==> src/rtl/xlat_pkg.sv <==
package xlat_pkg;

    typedef enum logic [1:0] {
        CMD_FETCH  = 2'd0,
        CMD_DREAD  = 2'd1,
        CMD_DWRITE = 2'd2,
        CMD_BAD    = 2'd3
    } xcmd_e;

    typedef enum logic [1:0] {
        PERM_EXEC  = 2'd0,
        PERM_READ  = 2'd1,
        PERM_WRITE = 2'd2
    } perm_e;

    typedef enum logic [1:0] {
        ST_DONE    = 2'd0,
        ST_FAULT   = 2'd1,
        ST_REJECT  = 2'd2,
        ST_ILLEGAL = 2'd3
    } rsp_st_e;

    function automatic logic cmd_legal(input logic [1:0] c);
        return c != CMD_BAD;
    endfunction

    function automatic logic cmd_is_data(input logic [1:0] c);
        return (c == CMD_DREAD) || (c == CMD_DWRITE);
    endfunction

    function automatic logic [1:0] cmd_perm(input logic [1:0] c);
        case (c)
            CMD_DREAD:  return PERM_READ;
            CMD_DWRITE: return PERM_WRITE;
            default:    return PERM_EXEC;
        endcase
    endfunction

endpackage

==> src/rtl/xlat_free_pick.sv <==
module xlat_free_pick #(
    parameter int N      = 4,
    parameter int IDX_W  = (N > 1) ? $clog2(N) : 1
) (
    input  logic [N-1:0]     busy,
    output logic             any_free,
    output logic [IDX_W-1:0] idx
);
    always_comb begin
        idx      = '0;
        any_free = 1'b0;
        for (int i = N - 1; i >= 0; i--) begin
            if (!busy[i]) begin
                idx      = IDX_W'(i);
                any_free = 1'b1;
            end
        end
    end
endmodule

==> src/rtl/xlat_slot_entry.sv <==
module xlat_slot_entry #(
    parameter int TID_W    = 2,
    parameter int STG_W    = 2,
    parameter int SEQ_W    = 8,
    parameter int WAKE_DLY = 1,
    localparam int TMR_W   = $clog2(WAKE_DLY + 1)
) (
    input  logic             clk,
    input  logic             rst,
    input  logic             load,
    input  logic [TID_W-1:0] ld_tid,
    input  logic [STG_W-1:0] ld_stage,
    input  logic [SEQ_W-1:0] ld_seq,
    input  logic             sq_valid,
    input  logic [TID_W-1:0] sq_tid,
    input  logic [SEQ_W-1:0] sq_seq,
    output logic             busy,
    output logic [TID_W-1:0] tid_o,
    output logic [STG_W-1:0] stage_o,
    output logic             kill_o
);
    logic [SEQ_W-1:0] seq_q;
    logic [TMR_W-1:0] tmr_q;

    assign kill_o = busy && sq_valid && (tid_o == sq_tid) && (seq_q > sq_seq);

    always_ff @(posedge clk) begin
        if (rst) begin
            busy    <= 1'b0;
            tmr_q   <= '0;
            tid_o   <= '0;
            stage_o <= '0;
            seq_q   <= '0;
        end else if (load) begin
            busy    <= 1'b1;
            tmr_q   <= TMR_W'(WAKE_DLY);
            tid_o   <= ld_tid;
            stage_o <= ld_stage;
            seq_q   <= ld_seq;
        end else if (kill_o) begin
            busy  <= 1'b0;
            tmr_q <= '0;
        end else if (busy) begin
            if (tmr_q == TMR_W'(1)) begin
                busy  <= 1'b0;
                tmr_q <= '0;
            end else begin
                tmr_q <= tmr_q - TMR_W'(1);
            end
        end
    end
endmodule

==> src/rtl/xlat_slot_mgr.sv <==
module xlat_slot_mgr
    import xlat_pkg::*;
#(
    parameter int NUM_SLOTS   = 4,
    parameter int NUM_THREADS = 4,
    parameter int NUM_STAGES  = 4,
    parameter int SEQ_W       = 8,
    parameter int VA_W        = 16,
    parameter int PA_W        = 16,
    parameter int FC_W        = 4,
    parameter int WAKE_DLY    = 1,
    localparam int TID_W  = (NUM_THREADS > 1) ? $clog2(NUM_THREADS) : 1,
    localparam int STG_W  = (NUM_STAGES > 1) ? $clog2(NUM_STAGES) : 1,
    localparam int SLOT_W = (NUM_SLOTS > 1) ? $clog2(NUM_SLOTS) : 1
) (
    input  logic                   clk,
    input  logic                   rst,
    input  logic                   req_valid,
    input  logic [TID_W-1:0]       req_tid,
    input  logic [STG_W-1:0]       req_stage,
    input  logic [SEQ_W-1:0]       req_seq,
    input  logic [1:0]             req_cmd,
    input  logic                   req_prefetch,
    input  logic [VA_W-1:0]        req_vaddr,
    output logic                   lk_valid,
    output logic [VA_W-1:0]        lk_vaddr,
    output logic [1:0]             lk_perm,
    input  logic                   lk_fault,
    input  logic [FC_W-1:0]        lk_fault_code,
    input  logic [PA_W-1:0]        lk_paddr,
    input  logic                   sq_valid,
    input  logic [TID_W-1:0]       sq_tid,
    input  logic [SEQ_W-1:0]       sq_seq,
    output logic                   rsp_valid,
    output logic [1:0]             rsp_status,
    output logic [SLOT_W-1:0]      rsp_slot,
    output logic [PA_W-1:0]        rsp_paddr,
    output logic                   trap_valid,
    output logic [TID_W-1:0]       trap_tid,
    output logic [FC_W-1:0]        trap_code,
    output logic [NUM_STAGES-1:0]  stall_o,
    output logic [NUM_THREADS-1:0] blocked_o,
    output logic [NUM_SLOTS-1:0]   squash_mask
);
    logic [NUM_SLOTS-1:0] busy, load, kill;
    logic [TID_W-1:0]     s_tid   [NUM_SLOTS];
    logic [STG_W-1:0]     s_stage [NUM_SLOTS];
    logic                 any_free;
    logic [SLOT_W-1:0]    free_idx;
    logic                 legal, thr_blocked, accept, eff_fault;

    xlat_free_pick #(.N(NUM_SLOTS), .IDX_W(SLOT_W)) pick_i (
        .busy(busy), .any_free(any_free), .idx(free_idx)
    );

    for (genvar i = 0; i < NUM_SLOTS; i++) begin : g_slot
        xlat_slot_entry #(
            .TID_W(TID_W), .STG_W(STG_W), .SEQ_W(SEQ_W), .WAKE_DLY(WAKE_DLY)
        ) ent_i (
            .clk(clk), .rst(rst), .load(load[i]),
            .ld_tid(req_tid), .ld_stage(req_stage), .ld_seq(req_seq),
            .sq_valid(sq_valid), .sq_tid(sq_tid), .sq_seq(sq_seq),
            .busy(busy[i]), .tid_o(s_tid[i]), .stage_o(s_stage[i]),
            .kill_o(kill[i])
        );
        assign load[i] = accept && eff_fault && (free_idx == SLOT_W'(i));
    end

    always_comb begin
        blocked_o = '0;
        stall_o   = '0;
        for (int i = 0; i < NUM_SLOTS; i++) begin
            if (busy[i]) begin
                blocked_o[s_tid[i]]  = 1'b1;
                stall_o[s_stage[i]]  = 1'b1;
            end
        end
    end

    assign legal       = cmd_legal(req_cmd);
    assign thr_blocked = blocked_o[req_tid];
    assign accept      = req_valid && legal && !thr_blocked && any_free;
    assign eff_fault   = lk_fault && !(cmd_is_data(req_cmd) && req_prefetch);

    assign lk_valid = accept;
    assign lk_vaddr = req_vaddr;
    assign lk_perm  = cmd_perm(req_cmd);

    always_ff @(posedge clk) begin
        if (rst) begin
            rsp_valid   <= 1'b0;
            rsp_status  <= ST_DONE;
            rsp_slot    <= '0;
            rsp_paddr   <= '0;
            trap_valid  <= 1'b0;
            trap_tid    <= '0;
            trap_code   <= '0;
            squash_mask <= '0;
        end else begin
            rsp_valid   <= req_valid;
            rsp_slot    <= accept ? free_idx : '0;
            rsp_paddr   <= (accept && !eff_fault) ? lk_paddr : '0;
            trap_valid  <= accept && eff_fault;
            trap_tid    <= req_tid;
            trap_code   <= lk_fault_code;
            squash_mask <= kill;
            if (!legal)                          rsp_status <= ST_ILLEGAL;
            else if (thr_blocked || !any_free)   rsp_status <= ST_REJECT;
            else if (eff_fault)                  rsp_status <= ST_FAULT;
            else                                 rsp_status <= ST_DONE;
        end
    end
endmodule

==> config.mk <==
export PLATFORM = sky130hd
export DESIGN_NAME = xlat_slot_mgr
export DESIGN_NICKNAME = d
export VERILOG_FILES = /design/src/rtl/xlat_pkg.sv /design/src/rtl/xlat_free_pick.sv /design/src/rtl/xlat_slot_entry.sv /design/src/rtl/xlat_slot_mgr.sv
export SDC_FILE = /design/constraint.sdc
export NUM_CORES = 1
export LEC_CHECK = 0
export ABC_AREA = 1
export BUFFER_PORTS_ARGS = -buffer_cell sky130_fd_sc_hd__buf_2
export CAP_MARGIN = 5
export CELL_PAD_IN_SITES_DETAIL_PLACEMENT = 1
export CELL_PAD_IN_SITES_GLOBAL_PLACEMENT = 1
export CORE_AREA = 4 4 135 137
export DETAILED_ROUTE_END_ITERATION = 10
export DIE_AREA = 0 0 139 141
export PLACE_DENSITY_LB_ADDON = 0.2
export SLEW_MARGIN = 20
export SYNTH_ARGS = -nofsm -noshare
export SYNTH_HDL_FRONTEND = slang
export SYNTH_HIERARCHICAL = 1
export SYNTH_SLANG_ARGS = --single-unit
==> constraint.sdc <==
create_clock -name clk -period 1.65 [get_ports clk]
set_input_delay 0.33 -clock clk [delete_from_list [all_inputs] [get_ports clk]]
set_output_delay 0.33 -clock clk [all_outputs]
set_load 0.01 [all_outputs]
Word level (Yosys, flattened, before mapping)
Index checks and enable logic that the tools add are counted.

word-level totals
  output and inout bits = 59
  flip-flop bits (word level) = 88
  input port bits = 66

operators by class
  equality and inequality tests = 10
  multiplexer cells = 70
  bitwise operators = 8
  reductions and logical operators = 44
  $lt $le $gt $ge = 21
  add/sub/neg operators = 4

operator list
  kind                   count
  $mux W1                46
  $gt A8 B8 Y1           4
  $mux W4                8
  $logic_and A1 B1 Y1    31
  $lt A2 B3 Y1 const B   9
  $or A4 B4 Y4           6
  $demux W1 S2           8
  $ge A2 B1 Y1 const B   8
  $mux W2                6
  $reduce_bool A3 Y1     4
  $eq A2 B2 Y1           4
  $eq A2 B2 Y1 const B   3
  $eq A2 B1 Y1 const B   2
  $logic_not A1 Y1       4
  $pmux W2 S2            1
  $reduce_or A2 Y1       2
  $sub A1 B1 Y1 const B  4
  $bmux W1 S2            1
  $logic_not A2 Y1       1
  $logic_or A1 B1 Y1     2
  $ne A2 B2 Y1 const B   1
  $not A1 Y1             2

Depth between registers and ports, before layout
Gate-level depths: netlist of run 1.

  depth after elaboration = 19
  gate-level depth with buffers = 13
  mapped depth without buffers = 13

By module
Netlist of run 1, hierarchy kept.

by module, submodules not included
  module           instances  area an instance (sq um)  cells each
  xlat_slot_entry  4          760.7                     112
  xlat_slot_mgr    1          1584.0                    217
  xlat_free_pick   1          36.3                      9

Worst setup path before layout of run 1
No wires, ideal clock.

  path kind = flip-flop to flip-flop
  start point = register g_slot[0].ent_i.busy
  end point = register g_slot[0].ent_i.seq_q[0]
  required time = 1.564 ns
  buffers on the path = 2
  period minus slack after synthesis = 1.819 ns
  slack = -0.169 ns
  arrival time = 1.734 ns
  cell stages (with the launch flop) = 12
  cell sequence = dfxtp_1 > buf_6 > nand3_1 > nand2_1 > nor2_2 > nand2_1 > nand3_2 > nand4_1 > nor3_1 > inv_1 > buf_2 > a211oi_1

on the way
  word-level cells in the longest chain between the ends = 14
  elaborated cells between the ends (all ways) = 17
  classes of those cells = 8 x mux; 3 x bitwise; 6 x reduce/logical

RTL lines
  item                              RTL line               RTL
  start: declaration                xlat_slot_entry.sv:17  output logic busy,
  start signal: assignment          xlat_slot_entry.sv:29  busy <= 1'b0;
  start signal: assignment          xlat_slot_entry.sv:35  busy <= 1'b1;
  start signal: assignment          xlat_slot_entry.sv:41  busy <= 1'b0;
  $mux W4                           xlat_slot_mgr.sv:73    if (busy[i]) begin
  $or A4 B4 Y4 (no source line)     --
  $mux W4                           xlat_slot_mgr.sv:73
  $or A4 B4 Y4 (no source line)     --
  $mux W4                           xlat_slot_mgr.sv:73
  $or A4 B4 Y4 (no source line)     --
  $mux W4                           xlat_slot_mgr.sv:73
  $bmux W1 S2                       xlat_slot_mgr.sv:81    assign thr_blocked = blocked_o[req_tid];
  $mux W1 (implied by the code)     xlat_slot_mgr.sv:81
  $logic_not A1 Y1                  xlat_slot_mgr.sv:82    assign accept = req_valid && legal && !thr_blocked && any_free;
  $logic_and A1 B1 Y1 (2 in a row)  xlat_slot_mgr.sv:82
  $logic_and A1 B1 Y1               xlat_slot_mgr.sv:66    assign load[i] = accept && eff_fault && (free_idx == SLOT_W'(i));
  $logic_and A1 B1 Y1 (*)           xlat_slot_mgr.sv:66
  net load[0]                       xlat_slot_mgr.sv:45    logic [NUM_SLOTS-1:0] busy, load, kill;
  end signal: assignment            xlat_slot_entry.sv:39  seq_q <= ld_seq;
  end: declaration                  xlat_slot_entry.sv:22  logic [SEQ_W-1:0] seq_q;

Mark *: on every way through the listed nets, which the timed path passes. The rest lies on a longest branch. The select of a mux whose other input is x is not followed.
A chain may end at the register's enable or synchronous reset.

Worst setup path after layout of run 1
  start point = register g_slot[1].ent_i.tid_o[1]
  end point = register g_slot[0].ent_i.stage_o[0]

on the way
  word-level cells in the longest chain between the ends = 17
  elaborated cells between the ends (all ways) = 18
  classes of those cells = 2 x order compare; 7 x mux; 3 x bitwise; 6 x reduce/logical

RTL lines
  item                                                                RTL line               RTL
  start: declaration                                                  xlat_slot_entry.sv:18  output logic [TID_W-1:0] tid_o,
  start signal: assignment                                            xlat_slot_entry.sv:37  tid_o <= ld_tid;
  $lt A2 B3 Y1 (implied by the code) or $ge A2 B1 Y1 (tied branches)  xlat_slot_mgr.sv:74    blocked_o[s_tid[i]] = 1'b1;
  $logic_and A1 B1 Y1 (implied by the code)                           xlat_slot_mgr.sv:74
  $mux W1 (implied by the code)                                       xlat_slot_mgr.sv:74
  $demux W1 S2 (*)                                                    xlat_slot_mgr.sv:74
  $or A4 B4 Y4 (no source line) (*)                                   --
  $mux W4 (*)                                                         xlat_slot_mgr.sv:73
  $or A4 B4 Y4 (no source line)                                       --
  $mux W4 (*)                                                         xlat_slot_mgr.sv:73
  $or A4 B4 Y4 (no source line)                                       --
  $mux W4 (*)                                                         xlat_slot_mgr.sv:73
  $bmux W1 S2 (*)                                                     xlat_slot_mgr.sv:81
  $mux W1 (implied by the code) (*)                                   xlat_slot_mgr.sv:81
  $logic_not A1 Y1 (*)                                                xlat_slot_mgr.sv:82
  $logic_and A1 B1 Y1 (*) (2 in a row)                                xlat_slot_mgr.sv:82
  $logic_and A1 B1 Y1 (*) (2 in a row)                                xlat_slot_mgr.sv:66
  net load[0]                                                         xlat_slot_mgr.sv:45
  end signal: assignment                                              xlat_slot_entry.sv:38  stage_o <= ld_stage;
  end: declaration                                                    xlat_slot_entry.sv:19  output logic [STG_W-1:0] stage_o,

Marked as above.

==> flow_metrics.env, run 1 <==
export IMPL_outcome="finished, violations left"
export IMPL_violations="negative setup slack"
export IMPL_power_density_mw_per_mm2=734
export IMPL_grt_busiest_layer="met2"
export IMPL_fmax_mhz=504
export IMPL_r2r_end="g_slot[0].ent_i/stage_o[0]"
export IMPL_p_seq_share_pct=43.9
export IMPL_cts_clk_slew_worst_paths_ns=0.07
export IMPL_antenna_left=0
export IMPL_routabilityCongestion=0.779
export IMPL_yosys_register_bits=88
export IMPL_routedWlPerCell_um=15.7
export IMPL_core_sq_mm=0.0171
export IMPL_nNetsFinal=915
export IMPL_syn_avg_cell_area_sq_um=6.92
export IMPL_antenna_found_initial=0
export IMPL_vias_per_cell=4.47
export IMPL_dpl_hpwl_um=11500
export IMPL_worst_pin_slew_ns=0.454
export IMPL_start_util_pct=27.3
export IMPL_combPwrFrac_pct=12.6
export IMPL_cpPeakStageDelay_ns=0.38
export IMPL_crit_buf_inv=4
export IMPL_cpLargestDelayFamily="simple AND/OR/NAND/NOR gates"
export IMPL_use_met2_pct=30.5
export IMPL_drive_gt1_share_pct=41.7
export IMPL_mappedNetlistNets=775
export IMPL_vias=4657
export IMPL_synth_warnings=6
export IMPL_io_pins=125
export IMPL_most_common_layout_cells="nand2_1 (147), inv_1 (112), buf_2 (88)"
export IMPL_io_buffers=92
export IMPL_ys_seq_area_share_pct=37.8
export IMPL_cp_max_fo=7
export IMPL_maxCapViolCount=0
export IMPL_grt_overflow=0
export IMPL_endpoint_kind="register"
export IMPL_min_from="lk_paddr[4]"
export IMPL_crit_type="register to register"
export IMPL_hold_viol_final=0
export IMPL_setup_ws_ns=-0.334
export IMPL_critPathLaunchType="register"
export IMPL_internal_power_mw=3.69
export IMPL_p_leak_nw=3.30
export IMPL_max_slew_margin_pct=69.7
export IMPL_synth_area_sq_mm=0.00466
export IMPL_skew_ns=0.00963
export IMPL_routed_wl_um=16400
export IMPL_holdCritPathClass="primary input to register"
export IMPL_cts_tree="built"
export IMPL_post_dp_cell_area_sq_mm=0.00565
export IMPL_antenna_cells=0
export IMPL_swShare_pct=25.4
export IMPL_core_rowCount=48
export IMPL_syn_inst=674
export IMPL_rsz0062_at_grt="true"
export IMPL_rr_worst_depth=13
export IMPL_whs_path_depth=3
export IMPL_p_sw_mw=1.26
export IMPL_synth_cell_types=26
export IMPL_cp_required_ns=1.88
export IMPL_hold_ws_ns=0.187
export IMPL_die_w_um=139
export IMPL_fin_area_sq_mm=0.00674
export IMPL_fin_crit_sh_pct=120
export IMPL_clkPwrFrac_pct=43.5
export IMPL_grt_pass1_vias=5182
export IMPL_grt_util_met1_pct=19.0
export IMPL_cts_max_level=3
export IMPL_gr_usage_all_layers_pct=16.6
export IMPL_grt_max_degree=69
export IMPL_drc_errors=0
export IMPL_die_h_um=141
export IMPL_maxSlewViolCount=0
export IMPL_syn_to_final_growth_pct=44.5
export IMPL_rr_startpoint="g_slot[1].ent_i/tid_o[1]"
export IMPL_cp_data_arrival_time_ns=2.21
export IMPL_clk_path_buf_depth=2
export IMPL_hold_buffers=0
export IMPL_grt_pass1_wl_um=25700
export IMPL_min_period_ns=1.98
export IMPL_final_common_cell="nand2_1"
export IMPL_dr_pass1_iters=4
export IMPL_use_met3_pct=3.46
export IMPL_worst_skew_pair_late_latency_ns=0.35
export IMPL_cts_root_buffer="clkbuf_16"
export IMPL_rrSetupSlack_ns=-0.33
export IMPL_drt_initial_drc_count=113
export IMPL_cts_sinks=88
export IMPL_cp_slowest_cell="dfxtp_4"
export IMPL_cp_cell_sequence="inv_2 > nand3_2 > nand2_2 > nor2_4 > nand2_2 > nand3_2 > nand4_1 > buf_6 > nor3_4 > buf_12 > clkinvlp_4 > nand2_1 > a21oi_1"
export IMPL_setup_viol=81
export IMPL_holdPathEnd="rsp_paddr[4]"
export IMPL_cts_buffers=9
export IMPL_dieArea_sq_mm=0.0196
export IMPL_ir_worst_vdd_mv=0.452
per-layer routing:
metal / vias to the layer above / share of wire (%)
met5: - / 0
met3: 42 / 3.5
met2: 81 / 53
li1: 2314 / -
met1: 2220 / 41
met4: 0 / 2.9
cells by family (layout without fill, tap and decap cells):
kind of cell    Yosys count  count (layout)  share of synthesized area [%]
simple gates            310             310                           28.2
buf+inv                 160             303                           14.9
flops                    88              88                           37.8
compound gates           77              77                           9.04
fa+ha+maj                35              35                           9.39
xor+xnor                  4               4                          0.751
sequential cells by signal, summed over array words and instances (netlist names):
name,flops
g_slot.ent_i/busy,4
g_slot.ent_i/seq_q,32
g_slot.ent_i/tmr_q,4
rsp_slot,2
squash_mask,4
trap_tid,2
trap_valid,1
rsp_status,2
trap_code,4
rsp_valid,1
g_slot.ent_i/stage_o,8
g_slot.ent_i/tid_o,8
rsp_paddr,16
synthesized netlist by cell type:
cell,count,share of area [%]
nand2_1,186,15
inv_1,128,10
dfxtp_1,88,38
a21oi_1,63,6.8
nor2_1,61,4.9
ha_1,35,9.4
nand3_1,27,2.9
buf_4,16,2.6
nor2_2,16,2.1
buf_2,8,0.86
clkbuf_1,5,0.40
nand2_2,5,0.67
a211oi_1,4,0.64
a21o_2,4,0.75
and2_1,4,0.54
nor3_1,4,0.43
xor2_1,4,0.75
buf_6,3,0.72
nand3_2,3,0.64
a31oi_1,2,0.27
nand4_1,2,0.27
o31ai_1,2,0.32
nand4_4,1,0.46
nor2_4,1,0.24
o2111ai_1,1,0.19
o21ai_0,1,0.11
per-stage QoR:
| stage | TNS [ns] | power [mW] | setup slack (ns) | util, % | instances |
|---|---|---|---|---|---|
| after floorplan | -5.91 | 2.53 | -0.131 | - | 674 |
| after global placement | -13.94 | 2.73 | -0.365 | 33.1 | 1004 |
| after detailed placement | -20.01 | 2.75 | -0.445 | 33.1 | 1004 |
| after CTS | -13.40 | 5.00 | -0.260 | 37.7 | 1034 |
| after global routing | -27.85 | 5.18 | -0.444 | 39.5 | 1042 |
| final | -20.46 | 4.95 | -0.334 | 39.5 | 1042 |
what timing repair did:
item,4_1_cts,5_1_grt
endpoints found under the setup margin,68,86
pin swaps,44,18
gates resized for setup,114,75
setup buffers,18,12
gates cloned,1,1
endpoints found under the hold margin,0,0
power groups by stage:
stage | Combinational [mW] | Sequential (mW) | Clock, mW
floorplan | 0.282 | 2.24 | 0
global placement | 0.494 | 2.23 | 0
detailed placement | 0.513 | 2.23 | 0
CTS | 0.588 | 2.18 | 2.24
global route | 0.692 | 2.18 | 2.31
finish | 0.624 | 2.17 | 2.15
worst register-to-register path: cells and delay by family (launching register included):
family,cells,cell delay (ns)
compound gates,1,0.06
flops,1,0.38
buf+inv,4,0.58
simple gates,8,0.83
worst max-delay path by stage:
stage / start / endpoint / depth (start not counted)
after floorplan: g_slot[0].ent_i/busy / g_slot[0].ent_i/tid_o[1] / 12
after global placement: g_slot[0].ent_i/tid_o[1] / g_slot[2].ent_i/seq_q[0] / 12
after detailed placement: g_slot[0].ent_i/tid_o[1] / g_slot[2].ent_i/seq_q[0] / 12
after CTS: g_slot[1].ent_i/tid_o[0] / lk_valid / 10
after global routing: g_slot[3].ent_i/tid_o[1] / g_slot[0].ent_i/stage_o[0] / 12
final: g_slot[1].ent_i/tid_o[1] / g_slot[0].ent_i/stage_o[0] / 13
cell type report:
cell class | count | area, sq um
Timing Repair Buffer | 159 | 1110
Timing Repair inverter | 2 | 18.8
Multi-Input combinational cell | 426 | 2700
Clock buffer | 12 | 268
Sequential cell | 88 | 1810
Tap cell | 225 | 282
Clock inverter | 2 | 38.8
Fill cell | 2156 | 10300
Inverter | 128 | 518
(Power assumes the default switching activity.)
==> run 2: changes to the inputs <==
--- a/config.mk
+++ b/config.mk
@@ -8,8 +8,6 @@
 export ABC_AREA = 1
 export BUFFER_PORTS_ARGS = -buffer_cell sky130_fd_sc_hd__buf_2
 export CAP_MARGIN = 5
-export CELL_PAD_IN_SITES_DETAIL_PLACEMENT = 1
-export CELL_PAD_IN_SITES_GLOBAL_PLACEMENT = 1
 export CORE_AREA = 4 4 135 137
 export DETAILED_ROUTE_END_ITERATION = 10
 export DIE_AREA = 0 0 139 141
==> constraint.sdc (replaced) <==
create_clock -name clk -period 2.3 [get_ports clk]
set_input_delay 0.46 -clock clk [delete_from_list [all_inputs] [get_ports clk]]
set_output_delay 0.46 -clock clk [all_outputs]
set_load 0.01 [all_outputs]
==> run 2 against run 1 <==
The run now ends clean. Non-clock buffer count is 56 lower. Combinational power is 50% lower. Register-to-register slack better by 0.61 ns. Wire length is 24% lower. Critical path type is now register to primary output. Largest power group is now the clock network. Highest routed layer unchanged.
==> flow_metrics.env, run 2 (synthesis gave the netlist of run 1 again) <==
export IMPL_outcome="finished clean"
export IMPL_grt_pass1_vias=3978
export IMPL_rrSetupSlack_ns=0.28
export IMPL_min_period_ns=2.10
export IMPL_worst_skew_pair_late_latency_ns=0.34
export IMPL_cts_max_level=3
export IMPL_grt_pass1_wl_um=20500
export IMPL_routed_top_layer="met4"
export IMPL_final_common_cell="nand2_1"
export IMPL_hold_viol_final=0
export IMPL_critPathLaunchType="register"
export IMPL_antenna_left=0
export IMPL_postLayoutCoreUtil_pct=32.9
export IMPL_vias=4084
export IMPL_n_fill_cell=1907
export IMPL_setup_viol=0
export IMPL_gr_usage_all_layers_pct=13.2
export IMPL_cp_required_ns=1.84
export IMPL_postCtsSetupBuffers=0
export IMPL_core_sq_mm=0.0171
export IMPL_die_h_um=141
export IMPL_cts_buffers=9
export IMPL_wl_met2_um=5740
export IMPL_route_met3_wl_um=483
export IMPL_top_register="g_slot.ent_i/seq_q"
export IMPL_crit_type="register to primary output"
export IMPL_tns_ns=0
export IMPL_drc_errors=0
export IMPL_cts_sinks=88
export IMPL_m1WireLength_um=6110
export IMPL_ir_worst_vdd_mv=0.344
export IMPL_die_w_um=139
export IMPL_syn_to_final_growth_pct=20.2
export IMPL_grt_max_degree=69
export IMPL_max_slew_margin_pct=47.1
export IMPL_p_leak_nw=2.85
export IMPL_maxSlewViolCount=0
export IMPL_hold_buffers=0
export IMPL_cts_root_buffer="clkbuf_16"
export IMPL_most_common_layout_cells="nand2_1 (186), inv_1 (125), buf_2 (92)"
export IMPL_cts_tree="built"
export IMPL_grt_overflow=0
export IMPL_holdCritPathClass="primary input to register"
export IMPL_routed_wl_um=12400
export IMPL_drive_gt1_share_pct=20.8
export IMPL_post_cts_resized=0
export IMPL_io_buffers=92
export IMPL_endpoint_kind="primary output"
export IMPL_fin_crit_sh_pct=91.5
export IMPL_dpl_hpwl_um=9050
export IMPL_worst_pin_slew_ns=0.793
export IMPL_drt_initial_drc_count=193
export IMPL_top_regs="g_slot.ent_i/seq_q x32, rsp_paddr x16"
export IMPL_antenna_cells=0
export IMPL_io_pins=125
export IMPL_cp_max_fo=6
export IMPL_start_util_pct=27.3
export IMPL_vias_per_cell=4.15
export IMPL_fmax_mhz=475
export IMPL_antenna_found_initial=0
export IMPL_routabilityCongestion=0.819
export IMPL_maxCapViolCount=0
export IMPL_routedWlPerCell_um=12.6
export IMPL_dieArea_sq_mm=0.0196
export IMPL_clk_path_buf_depth=2
export IMPL_dr_pass1_iters=4
export IMPL_cp_data_arrival_time_ns=1.64
export IMPL_power_density_mw_per_mm2=623
export IMPL_core_rowCount=48
export IMPL_rsz0062_at_grt="false"
export IMPL_largest_reg_flops=32
export IMPL_hold_ws_ns=0.318
export IMPL_cts_clk_slew_worst_paths_ns=0.06
export IMPL_skew_ns=0.00549
export IMPL_nNetsFinal=857
[run 2: cell types whose count changed in the layout (fill, tap and decap cells not counted), moves of 9 or more]
cell / change
dfxtp_4: -12
buf_6: -18
nand3_1: +19
nand2_2: -32
a21oi_1: +27
nor2_2: -9
nand3_2: -18
inv_1: +13
nand2_1: +39
nor2_1: +13
buf_4: -36
a21oi_2: -27
[run 2: path summary, 6_finish.rpt]
| kind | cells after the start | endpoint | startpoint |
|---|---|---|---|
| max reg2reg | 10 | g_slot[1].ent_i/seq_q[0] | g_slot[1].ent_i/busy |
| min reg2reg | 2 | g_slot[2].ent_i/seq_q[5] | g_slot[2].ent_i/seq_q[5] |
| min | 3 | trap_code[2] | lk_fault_code[2] |
| max | 8 | lk_valid | g_slot[0].ent_i/busy |
[run 2: worst max-delay path, stage by stage, from the launching register on]
cell and delay (ns):
dfxtp_1 0.47, nand3_1 0.12, nand2_1 0.09, nor2_1 0.05, nand2_1 0.06, nand3_2 0.09
nand4_1 0.19, inv_1 0.07, buf_2 0.15
[run 2: metrics by stage]
step / cell area [sq um] / cells / power [mW] / setup WS, ns
after floorplan: 4660 / 674 / 1.81 / 0.481
after global placement: 5280 / 970 / 1.92 / 0.122
after detailed placement: 5280 / 970 / 1.92 / 0.0705
after CTS: 5600 / 985 / 3.56 / 0.116
after global routing: 5610 / 985 / 3.67 / 0.00618
final: 5610 / 985 / 3.49 / 0.196
[run 2: where the power goes]
group / internal, mW / switching [mW]
clock: 1.00 / 0.602
combinational: 0.116 / 0.198
sequential: 1.56 / 0.0150
[run 2: per-layer routing]
layer	vias up	global-route usage, %
met5	-	0
met4	0	3.09
met3	10	3.73
met2	62	21.8
met1	1802	17.2
li1	2210	-
[run 2: layout make-up]
type	count	area [sq um]	share of cell area, %
multi-input cells	426	2210	39.4
flip-flops and latches	88	1770	31.6
repair buffers	103	543	9.69
inverters	128	480	8.57
well taps	225	282	5.02
clock buffers	12	256	4.57
clock inverters	3	65.1	1.16
==> run 3: changes to the inputs <==
==> constraint.sdc (replaced) <==
create_clock -name clk -period 2.61 [get_ports clk]
set_input_delay 0.522 -clock clk [delete_from_list [all_inputs] [get_ports clk]]
set_output_delay 0.522 -clock clk [all_outputs]
set_load 0.01 [all_outputs]
==> run 3 against run 2 <==
Sequential cell count unchanged. Via count shrank 0.32%. Largest cell class unchanged. Worst setup slack gained 0.039 ns. Combinational power fell by 11%. Clock skew is 0.0013 ns higher. Largest power group is now registers. Register-to-register slack better by 0.07 ns. Final cell count grew 0.20%. Sequential share of layout area down 0.052 points. Critical path depth rose by 1. Sequential power shrank 12%. Cell area fell by 0.40%.
==> flow_metrics.env, run 3 (synthesis gave the netlist of run 1 again) <==
export IMPL_most_common_layout_cells="nand2_1 (186), inv_1 (128), buf_2 (92)"
export IMPL_cts_max_level=3
export IMPL_tns_ns=0
export IMPL_antenna_cells=0
export IMPL_drc_errors=0
export IMPL_cts_sinks=88
export IMPL_placed_cells=971
export IMPL_swShare_pct=24.1
export IMPL_n_fill_cell=1885
export IMPL_die_w_um=139
export IMPL_fmax_mhz=421
export IMPL_final_common_cell="nand2_1"
export IMPL_top_register="g_slot.ent_i/seq_q"
export IMPL_post_cts_resized=0
export IMPL_io_buffers=92
export IMPL_routedWlPerCell_um=12.8
export IMPL_routabilityCongestion=0.804
export IMPL_holdPathEnd="trap_code[2]"
export IMPL_dieArea_sq_mm=0.0196
export IMPL_grt_pass1_vias=3801
export IMPL_cts_buffers=9
export IMPL_worst_skew_pair_late_latency_ns=0.35
export IMPL_grt_pass1_wl_um=20000
export IMPL_whs_path_depth=3
export IMPL_hold_viol_final=0
export IMPL_cts_clk_slew_worst_paths_ns=0.06
export IMPL_worst_pin_slew_ns=0.552
export IMPL_ir_worst_vdd_mv=0.335
export IMPL_rr_startpoint="g_slot[0].ent_i/tid_o[0]"
export IMPL_hold_buffers=0
export IMPL_postLayoutCoreUtil_pct=32.7
export IMPL_min_from="lk_fault_code[2]"
export IMPL_max_slew_margin_pct=63.2
export IMPL_antenna_left=0
export IMPL_nNetsFinal=858
export IMPL_rsz0062_at_grt="false"
export IMPL_syn_to_final_growth_pct=19.7
export IMPL_maxSlewViolCount=0
export IMPL_rrSetupSlack_ns=0.35
export IMPL_outcome="finished clean"
export IMPL_power_density_mw_per_mm2=535
export IMPL_p_leak_nw=2.83
export IMPL_fin_crit_sh_pct=91.0
export IMPL_fin_area_sq_mm=0.00558
export IMPL_p_seq_share_pct=46.3
export IMPL_post_dp_cell_area_sq_mm=0.00528
export IMPL_cts_tree="built"
export IMPL_core_sq_mm=0.0171
export IMPL_vias_per_cell=4.12
export IMPL_die_h_um=141
export IMPL_skew_ns=0.00681
export IMPL_maxCapViolCount=0
export IMPL_io_pins=125
export IMPL_internal_power_mw=2.27
export IMPL_critPathLaunchType="register"
export IMPL_cp_required_ns=2.09
export IMPL_drive_gt1_share_pct=19.3
export IMPL_finalNonFillerCells=987
export IMPL_crit_type="register to primary output"
export IMPL_total_power_mw=2.99
export IMPL_postCtsSetupBuffers=0
export IMPL_endpoint_kind="primary output"
export IMPL_drt_initial_drc_count=250
export IMPL_setup_viol=0
export IMPL_cp_data_arrival_time_ns=1.85
export IMPL_vias=4071
export IMPL_clk_path_buf_depth=2
export IMPL_routed_wl_um=12600
export IMPL_dpl_hpwl_um=9420
export IMPL_top_regs="g_slot.ent_i/seq_q x32, rsp_paddr x16"
export IMPL_grt_max_degree=45
export IMPL_gr_usage_all_layers_pct=12.9
export IMPL_largest_reg_flops=32
export IMPL_holdCritPathClass="primary input to register"
export IMPL_cts_root_buffer="clkbuf_16"
export IMPL_core_rowCount=48
export IMPL_antenna_found_initial=0
export IMPL_rr_worst_depth=11
export IMPL_combPwrFrac_pct=9.3
export IMPL_min_period_ns=2.38
export IMPL_p_sw_mw=0.720
export IMPL_start_util_pct=27.3
export IMPL_r2r_end="g_slot[3].ent_i/seq_q[0]"
export IMPL_cp_max_fo=6
export IMPL_grt_overflow=0
export IMPL_clkPwrFrac_pct=44.4
export IMPL_dr_pass1_iters=5
-- run 3: cell types whose count changed in the layout (fill, tap and decap cells not counted), sizes merged --
cell,before,now
buf,103,104
bufinv,2,1
clkbuf,12,14
clkinv,1,0
clkinvlp,0,1
-- run 3: metrics by stage --
step | worst slack, ns | hold WS [ns]
global route | 0.124 | 0.379
detailed placement | 0.346 | 0.460
floorplan | 0.732 | 0.439
global placement | 0.371 | 0.455
CTS | 0.253 | 0.365
finish | 0.235 | 0.379
-- run 3: worst max path at each step --
stage | end | start | depth (start not counted)
3_5_place_dp | g_slot[3].ent_i/seq_q[0] | req_cmd[0] | 8
2_1_floorplan | g_slot[0].ent_i/seq_q[0] | req_cmd[0] | 9
3_3_place_gp | g_slot[3].ent_i/seq_q[0] | req_cmd[0] | 8
4_1_cts | lk_valid | g_slot[0].ent_i/tid_o[0] | 9
6_report | lk_valid | g_slot[0].ent_i/tid_o[0] | 9
5_1_grt | lk_valid | g_slot[1].ent_i/tid_o[0] | 9
-- run 3: power by group through the flow --
stage          clock [mW]  sequential (mW)  combinational, mW
5_1_grt              1.43             1.39              0.317
6_report             1.33             1.38              0.278
3_5_place_dp            0             1.41              0.281
4_1_cts              1.38             1.38              0.283
3_3_place_gp            0             1.41              0.282
2_1_floorplan           0             1.42              0.172
-- run 3: cell type report --
type                       count  area (sq um)  share of cell area [%]
multi-input combinational    426          2210                    39.5
sequential                    88          1760                    31.5
timing repair buffer         104           551                    9.86
inverter                     128           480                    8.60
tap                          225           282                    5.04
clock buffer                  14           264                    4.73
clock inverter                 2          37.5                   0.672
-- run 3: worst max-delay path: stages (launching register included) --
cell and delay [ns]:
dfxtp_1 0.46, inv_1 0.09, nand3_1 0.07, nand2_1 0.08
nor2_1 0.13, nand2_1 0.08, nand3_1 0.07, nand4_1 0.24
inv_1 0.14, buf_2 0.14
-- run 3: routing by layer --
layer  vias up  global-route usage, %  wire, um
met3         6                   3.09       530
met4         0                   3.71        92
met1      1798                   17.7      6270
met5         -                      0         0
met2        69                   20.4      5730
li1       2198                      -         -
